<file path="config.mk">
export PLATFORM = sky130hd
export DESIGN_NAME = cmpflag_unit
export DESIGN_NICKNAME = d
export VERILOG_FILES = /design/src/rtl/cmpf_pkg.sv /design/src/rtl/cmpf_sub.sv /design/src/rtl/cmpf_tst.sv /design/src/rtl/cmpf_reg.sv /design/src/rtl/cmpflag_unit.sv
export SDC_FILE = /design/constraint.sdc
export NUM_CORES = 1
export LEC_CHECK = 0
export ABC_AREA = 1
export BUFFER_PORTS_ARGS = -buffer_cell sky130_fd_sc_hd__buf_2
export CAP_MARGIN = 20
export CORE_UTILIZATION = 30
export CTS_CLUSTER_SIZE = 16
export DETAILED_ROUTE_END_ITERATION = 6
export SYNTH_ARGS = -nofsm -noshare
export SYNTH_HDL_FRONTEND = slang
export SYNTH_HIERARCHICAL = 1
export SYNTH_SLANG_ARGS = --single-unit
</file>
<file path="constraint.sdc">
create_clock -name clk -period 2.5 [get_ports clk]
set_clock_uncertainty 0.05 [all_clocks]
set_input_delay 0 -clock clk [delete_from_list [all_inputs] [get_ports clk]]
set_output_delay 0 -clock clk [all_outputs]
set_load 0.1 [all_outputs]
</file>
<file path="src/rtl/cmpf_pkg.sv">
package cmpf_pkg;
  typedef enum logic [1:0] {
    OP_CMP = 2'd0,
    OP_CPC = 2'd1,
    OP_CPI = 2'd2,
    OP_TST = 2'd3
  } cmpf_op_e;

  localparam int FLG_C = 0;
  localparam int FLG_Z = 1;
  localparam int FLG_N = 2;
  localparam int FLG_V = 3;
  localparam int FLG_S = 4;
  localparam int FLG_H = 5;
  localparam int FLG_T = 6;
  localparam int FLG_I = 7;
  localparam int FLG_W = 8;
endpackage

</file>
<file path="src/rtl/cmpf_sub.sv">
module cmpf_sub #(
  parameter int DATA_W = 8,
  parameter int NIB_W  = 4
) (
  input  logic [DATA_W-1:0] a,
  input  logic [DATA_W-1:0] b,
  input  logic              cin,
  input  logic              zin,
  input  logic              chain_z,
  output logic              h,
  output logic              v,
  output logic              n,
  output logic              z,
  output logic              c
);
  localparam int FW = DATA_W + 1;
  localparam int LW = NIB_W + 1;

  logic [FW-1:0]     full;
  logic [LW-1:0]     low;
  logic [DATA_W-1:0] res;
  logic              is_zero;

  always_comb begin
    full    = {1'b0, a} - {1'b0, b} - FW'(cin);
    low     = {1'b0, a[NIB_W-1:0]} - {1'b0, b[NIB_W-1:0]} - LW'(cin);
    res     = full[DATA_W-1:0];
    is_zero = (res == '0);
    c       = full[DATA_W];
    h       = low[NIB_W];
    n       = res[DATA_W-1];
    v       = (a[DATA_W-1] ^ b[DATA_W-1]) & (res[DATA_W-1] ^ a[DATA_W-1]);
    z       = chain_z ? (is_zero & zin) : is_zero;
  end
endmodule

</file>
<file path="src/rtl/cmpf_tst.sv">
module cmpf_tst #(
  parameter int DATA_W = 8
) (
  input  logic [DATA_W-1:0] a,
  output logic              n,
  output logic              z
);
  logic [DATA_W-1:0] res;

  always_comb begin
    res = a & a;
    n   = res[DATA_W-1];
    z   = (res == '0);
  end
endmodule

</file>
<file path="src/rtl/cmpf_reg.sv">
module cmpf_reg
  import cmpf_pkg::*;
(
  input  logic             clk,
  input  logic             rst_n,
  input  logic             we,
  input  logic [FLG_W-1:0] d,
  output logic [FLG_W-1:0] q
);
  logic [FLG_W-1:0] q_nxt;

  always_comb begin
    q_nxt = q;
    if (we) q_nxt = d;
  end

  always_ff @(posedge clk or negedge rst_n) begin
    if (!rst_n) q <= '0;
    else        q <= q_nxt;
  end

  AST_LOAD_ON_WE: assert property (@(posedge clk) disable iff (!rst_n)
    we |=> (q == $past(d)));
  AST_HOLD_NO_WE: assert property (@(posedge clk) disable iff (!rst_n)
    !we |=> $stable(q));
endmodule

</file>
<file path="src/rtl/cmpflag_unit.sv">
module cmpflag_unit
  import cmpf_pkg::*;
#(
  parameter int DATA_W = 8,
  parameter int NIB_W  = 4
) (
  input  logic              clk,
  input  logic              rst_n,
  input  logic [1:0]        op_sel,
  input  logic [DATA_W-1:0] opa,
  input  logic [DATA_W-1:0] opb,
  input  logic [DATA_W-1:0] imm,
  input  logic [FLG_W-1:0]  flags_in,
  input  logic              flags_we,
  output logic [FLG_W-1:0]  flags_next,
  output logic [FLG_W-1:0]  flags_q
);
  cmpf_op_e          op;
  logic [DATA_W-1:0] subtrahend;
  logic              carry_in;
  logic              is_chain;
  logic              s_h, s_v, s_n, s_z, s_c;
  logic              t_n, t_z;
  logic              f_h, f_v, f_n, f_z, f_c;

  always_comb begin
    op         = cmpf_op_e'(op_sel);
    subtrahend = (op == OP_CPI) ? imm : opb;
    is_chain   = (op == OP_CPC);
    carry_in   = is_chain & flags_in[FLG_C];
  end

  cmpf_sub #(.DATA_W(DATA_W), .NIB_W(NIB_W)) u_sub (
    .a       (opa),
    .b       (subtrahend),
    .cin     (carry_in),
    .zin     (flags_in[FLG_Z]),
    .chain_z (is_chain),
    .h       (s_h),
    .v       (s_v),
    .n       (s_n),
    .z       (s_z),
    .c       (s_c)
  );

  cmpf_tst #(.DATA_W(DATA_W)) u_tst (
    .a (opa),
    .n (t_n),
    .z (t_z)
  );

  always_comb begin
    if (op == OP_TST) begin
      f_h = flags_in[FLG_H];
      f_c = flags_in[FLG_C];
      f_v = 1'b0;
      f_n = t_n;
      f_z = t_z;
    end else begin
      f_h = s_h;
      f_c = s_c;
      f_v = s_v;
      f_n = s_n;
      f_z = s_z;
    end
    flags_next        = flags_in;
    flags_next[FLG_H] = f_h;
    flags_next[FLG_S] = f_n ^ f_v;
    flags_next[FLG_V] = f_v;
    flags_next[FLG_N] = f_n;
    flags_next[FLG_Z] = f_z;
    flags_next[FLG_C] = f_c;
  end

  cmpf_reg u_reg (
    .clk   (clk),
    .rst_n (rst_n),
    .we    (flags_we),
    .d     (flags_next),
    .q     (flags_q)
  );

  AST_CHAIN_Z_ONLY_KEEPS: assert property (@(posedge clk) disable iff (!rst_n)
    (op_sel == 2'd1 && !flags_in[1]) |-> !flags_next[1]);
  AST_TEST_KEEPS_CH: assert property (@(posedge clk) disable iff (!rst_n)
    (op_sel == 2'd3) |-> (!flags_next[3] && flags_next[0] == flags_in[0]
                          && flags_next[5] == flags_in[5]));
  AST_STORED_SIGN: assert property (@(posedge clk) disable iff (!rst_n)
    flags_we |=> (flags_q[4] == (flags_q[2] ^ flags_q[3])));
  AST_TOP_BITS_KEPT: assert property (@(posedge clk) disable iff (!rst_n)
    flags_we |=> (flags_q[7:6] == $past(flags_in[7:6])));
  AST_EQUAL_SETS_Z: assert property (@(posedge clk) disable iff (!rst_n)
    (op_sel == 2'd0 && opa == opb) |-> (flags_next[1] && !flags_next[0]));
endmodule

</file>
---- Word level (Yosys, flattened, before mapping) ----
Cells that the tools add are included.
storage, ports and cells
  register bits ........................... 8
  output and inout bits ................... 16
  input port bits ......................... 37
cells by class
  equal/unequal tests ..................... 3
  add/sub/neg operators ................... 4
  multiplexer cells ....................... 7
  reduce and logical (&&, ||, !) cells .... 2
  bitwise gates (word level) .............. 7
operators by type and width
  cell                                                             number
  8-bit logical NOT                                                2
  8-bit by 8-bit subtractor with 9-bit output                      1
  9-bit by 1-bit subtractor with 9-bit output                      1
  8-bit AND                                                        1
  8-bit 2-to-1 mux                                                 1
  1-bit 2-to-1 mux                                                 6
  4-bit by 4-bit subtractor with 5-bit output                      1
  5-bit by 1-bit subtractor with 5-bit output                      1
  2-bit == test, second input constant                             2
  1-bit AND                                                        3
  1-bit bitwise XOR                                                3
  2-bit by 1-bit == test with 1-bit output, second input constant  1

---- Longest topological paths before layout ----
  depth after elaboration ................. 8
  gate-level depth with buffers ........... 22
  depth with buffers taken out ............ 22

---- Modules after synthesis ----
Netlist, hierarchy kept.
modules (own cells, without submodules)
  module        cells an instance  instances  area each (um^2)  seq. area each (um^2)
  cmpf_sub      111                1          651.9             0.0
  cmpf_reg      34                 1          305.3             200.2
  cmpflag_unit  57                 1          284.0             0.0
  cmpf_tst      8                  1          33.8              0.0

---- Worst setup path before layout ----
No wires, ideal clock.
  path type ............................... input -> register
  start ................................... in op_sel[1]
  end ..................................... reg u_reg.q[4]
  slack ................................... -372 ps
  arrival time ............................ 2,700 ps
  path buffers ............................ 1
  data required time ...................... 2,328 ps
  stages .................................. 18
  library setup time ...................... 122 ps
  cells stage by stage .................... buf_4 nor3_2 inv_1 fa_1 inv_1 ha_1 o21ai_1 nand2_4 nand2_2 nand3_1 nand2_2 nor2_1 nor2_1 nand2_2 nand3_1 nand2_1 nand2_1 nand2_1
on the way
  elaborated cells between the ends (all ways) .. 13
  those cells by class .................... 2 x add/sub; 3 x eq/ne; 3 x mux; 5 x bitwise
RTL lines
  what                                         RTL line            source
  start: declaration                           cmpflag_unit.sv:9   input logic [1:0] op_sel,
  2-bit by 1-bit == test with 1-bit output     cmpflag_unit.sv:29  is_chain = (op == OP_CPC);
  1-bit AND                                    cmpflag_unit.sv:30  carry_in = is_chain & flags_in[FLG_C];
  net carry_in                                 cmpflag_unit.sv:20  logic carry_in;
  9-bit by 1-bit subtractor with 9-bit output  cmpf_sub.sv:25      full = {1'b0, a} - {1'b0, b} - FW'(cin);
  1-bit bitwise XOR                            cmpf_sub.sv:32      v = (a[DATA_W-1] ^ b[DATA_W-1]) & (res[DATA_W-1] ^ a[DATA_W-1]);
  1-bit AND                                    cmpf_sub.sv:32
  net s_v                                      cmpflag_unit.sv:22  logic s_h, s_v, s_n, s_z, s_c;
  1-bit 2-to-1 mux                             cmpflag_unit.sv:53  if (op == OP_TST) begin
  1-bit bitwise XOR                            cmpflag_unit.sv:68  flags_next[FLG_S] = f_n ^ f_v;
  net flags_next[4]                            cmpflag_unit.sv:15  output logic [FLG_W-1:0] flags_next,
  end signal: assignment                       cmpf_reg.sv:19      else q <= q_nxt;
  end: declaration                             cmpf_reg.sv:8       output logic [FLG_W-1:0] q
The timed path passes the listed nets, and every way through them passes these cells.
A chain may end at the register's enable or synchronous reset.

---- Worst setup path after layout ----
  start ................................... in op_sel[0]
  end ..................................... out flags_next[4]
on the way
  longest elaborated chain between the ends .. 8
  elaborated cells between the ends (all ways) .. 13
  those cells by class .................... 2 x add/sub; 3 x eq/ne; 3 x mux; 5 x bitwise
ends and longest elaborated chain
  what                                         RTL line            source
  2-bit == test                                cmpflag_unit.sv:28  subtrahend = (op == OP_CPI) ? imm : opb;
  8-bit 2-to-1 mux                             cmpflag_unit.sv:28
  net subtrahend[4]                            cmpflag_unit.sv:19  logic [DATA_W-1:0] subtrahend;
  8-bit by 8-bit subtractor with 9-bit output  cmpf_sub.sv:25
  9-bit by 1-bit subtractor with 9-bit output  cmpf_sub.sv:25
  1-bit bitwise XOR                            cmpf_sub.sv:32
  1-bit AND                                    cmpf_sub.sv:32
  net s_v                                      cmpflag_unit.sv:22
  1-bit 2-to-1 mux                             cmpflag_unit.sv:53
  1-bit bitwise XOR                            cmpflag_unit.sv:68
  end: declaration                             cmpflag_unit.sv:15
The timed path passes the listed nets, and every way through them passes these cells.

==> metrics.csv <==
metric,value,unit
"Clk pin slew, worst setup/hold paths",40,ps
WL/cell,9.761,um
Skew-Pair Late Insertion Delay,220,ps
final hold vios,0,
Crit path top cell by count,nand2_1,
Total GRT Usage,14.39,%
Num Clock Sinks,8,
std cell rows,23,
status,finished clean,
WL final,3016,um
Setup WS pre-CTS,-43.06,ps
worst vdd ir,0.0002541,V
Top delay family on crit path,simple AND/OR/NAND/NOR gates,
initial antenna violation count,0,
number of nets in the layout,314,
CTS tree,yes,
setup total negative slack,0,ps
Hold Crit Class,in -> reg,
synthesis-to-finish area growth,36.02,%
syn_nets,263,
RSZ-0062 raised after global routing,yes,
critical path's largest stage delay,230,ps
most frequent cells in the layout,"nand2_1 (76), buf_2 (43), inv_1 (41)",
"Warnings, synthesis",6,
Unique masters post-synth,24,
first-pass GRT wire length,4961,um
vias in the first global route,1193,
DIE WIDTH,67.19,um
Initial Util,31.65,%
worst path cell trace,buf_2 -> inv_4 -> buf_4 -> nand3_1 -> nand2_1 -> ha_1 -> inv_1 -> ha_4 -> nand2_1 -> nand2_1 -> a21oi_4 -> nand3_1 -> nand2_2 -> nor2_2 -> nor2_2 -> nand2_2 -> inv_2 -> nand2_1 -> nand2_4 -> buf_12,
CTS root buf,clkbuf_8,
largest net degree at the start of global routing,10,
cells after synthesis,210,
DP HPWL,2571,um
IO buf count,49,
R2R setup slack,1840,ps
most common library cell in the layout ignoring fill and taps,nand2_1,
Worst Setup Path Type,in -> out,
Worst setup EP type,primary output,
fin area,0.001734,mm^2
sequential element share of the synthesized area,15.70,%
#FFs+latches synth,8,
Core Area,0.004029,mm^2
Mapped Avg Cell Area,6.071,um^2
Leak,1.071,nW
Max Freq,0.4261,GHz
final number of max-transition violations,0,
Hold Slack,44.20,ps
Post-CTS Setup Inserts,0,
Storage cell area,200.2,um^2
total CTS buffers,3,
Diodes inserted,0,
Initial DRC Count,53,
area of the multi-input gates,859.6,um^2
power density over cell area,670.4,mW/mm^2
grt total ovfl,0,
Largest Register,u_reg/q,
worst slew pin tran,489.3,ps
Initial DRT Pass Iterations,4,
top flop regs,u_reg/q: 8 flops,
CTS H-tree depth,1,
final worst setup slack,152.9,ps
ratio of cells with drive above 1 in the final layout,31.27,%
DR vias/cell,4.227,
Synth Cell Area,0.001275,mm^2
CTS max path bufs,2,
WP data arrival,2300,ps
Slew HR,67.60,%
Residual DRC,0,
final period demand of the worst path,2347,ps
placement-stage cell area,0.001628,mm^2
Bufs and invs on worst path,6,
vias after detailed routing,1306,
CP required,2450,ps
Final Setup Violations,0,
crit path max fanout,6,
Max-Cap Viols,0,
Final Cycle Share,93.88,%
Fill cells,441,
GPL Wtd Cong,0.8341,
CP max stage cell,ha_1,
Worst Setup Start Kind,input pin,
area of the die,0.004515,mm^2
Die Height,67.19,um
I/O pins,53,
Largest register FFs,8,
Routed Antenna Nets,0,
metal layers:
layer	track usage, %	part of all wire, %	up-vias
li1	-	-	719
met1	18.14	45	555
met2	25.62	52	32
met3	2.365	3.2	0
met4	2.660	0	0
met5	0	0	-
final timing paths:
kind                             from             to  depth (start not counted)
max                         op_sel[0]  flags_next[4]                         20
min                          flags_we     u_reg/q[2]                          3
max reg2reg                u_reg/q[5]     u_reg/q[5]                          2
min reg2reg                u_reg/q[6]     u_reg/q[6]                          2
max in group asynchronous       rst_n     u_reg/q[7]                          2
min in group asynchronous       rst_n     u_reg/q[6]                          2
Yosys cell counts:
cell type | count | share of area [%]
nand2_4 | 1 | 0.88
nor2_2 | 2 | 0.98
nand3b_1 | 1 | 0.59
ha_1 | 14 | 14
nand3_1 | 17 | 6.7
o21bai_1 | 1 | 0.59
a21oi_4 | 1 | 1.3
inv_1 | 41 | 12
o21ai_1 | 1 | 0.39
nor3_2 | 1 | 0.79
inv_2 | 3 | 0.88
and2_1 | 2 | 0.98
o21ai_0 | 2 | 0.79
a21oi_2 | 1 | 0.69
buf_6 | 2 | 1.8
nand4_1 | 1 | 0.49
a21oi_1 | 1 | 0.39
nor2_1 | 11 | 3.2
nand2_1 | 77 | 23
xor2_1 | 3 | 2.1
fa_1 | 2 | 3.1
buf_4 | 9 | 5.3
dfrtp_1 | 8 | 16
nand2_2 | 8 | 3.9
power breakdown:
| group | internal, W | total [W] | switching, W |
|---|---|---|---|
| combinational | 0.000258 | 0.000850 | 0.000591 |
| sequential | 0.000151 | 0.000162 | 0.0000102 |
| clock | 0.000104 | 0.000151 | 0.0000472 |
stage by stage:
stage / power (W) / cells / utilization, %
final: 0.001163 / 309 / 43.04
after global routing: 0.001246 / 309 / 43.04
after CTS: 0.001158 / 309 / 42.27
after detailed placement: 0.0009959 / 303 / 40.40
after global placement: 0.0009863 / 303 / 40.40
after floorplan: 0.0008026 / 210 / -
tightest hold or removal path, cell delays in order:
cell     delay, ps
buf_2          160
nand2_1         70
nand2_1         50
final cells by class:
type                            instances  area share [%]
Inverter                               44           9.668
Tap cell                               50           3.608
Sequential cell                         8           11.54
Multi-Input combinational cell        147           49.57
Timing Repair Buffer                   57           23.23
Clock buffer                            3           2.381
what timing repair did:
| item | CTS | global route |
|---|---|---|
| hold buffers | 3 | 0 |
| setup endpoints to repair | 1 | 6 |
| gates resized for setup | 1 | 8 |
| hold endpoints to repair | 10 | 0 |
| pin swaps | 0 | 2 |
logic make-up (layout without fill, tap and decap cells):
kind of cell | Yosys count | after routing | synth area share [%]
DFF | 8 | 8 | 15.70
xor gates and xnor gates | 3 | 3 | 2.061
adders and majority gates | 16 | 16 | 16.88
AOI/OAI and AO/OA | 7 | 7 | 4.122
and+or+nand+nor | 121 | 121 | 41.22
buffers and inverters | 55 | 104 | 20.02
Note: power is estimated with default switching activity, not from simulation.
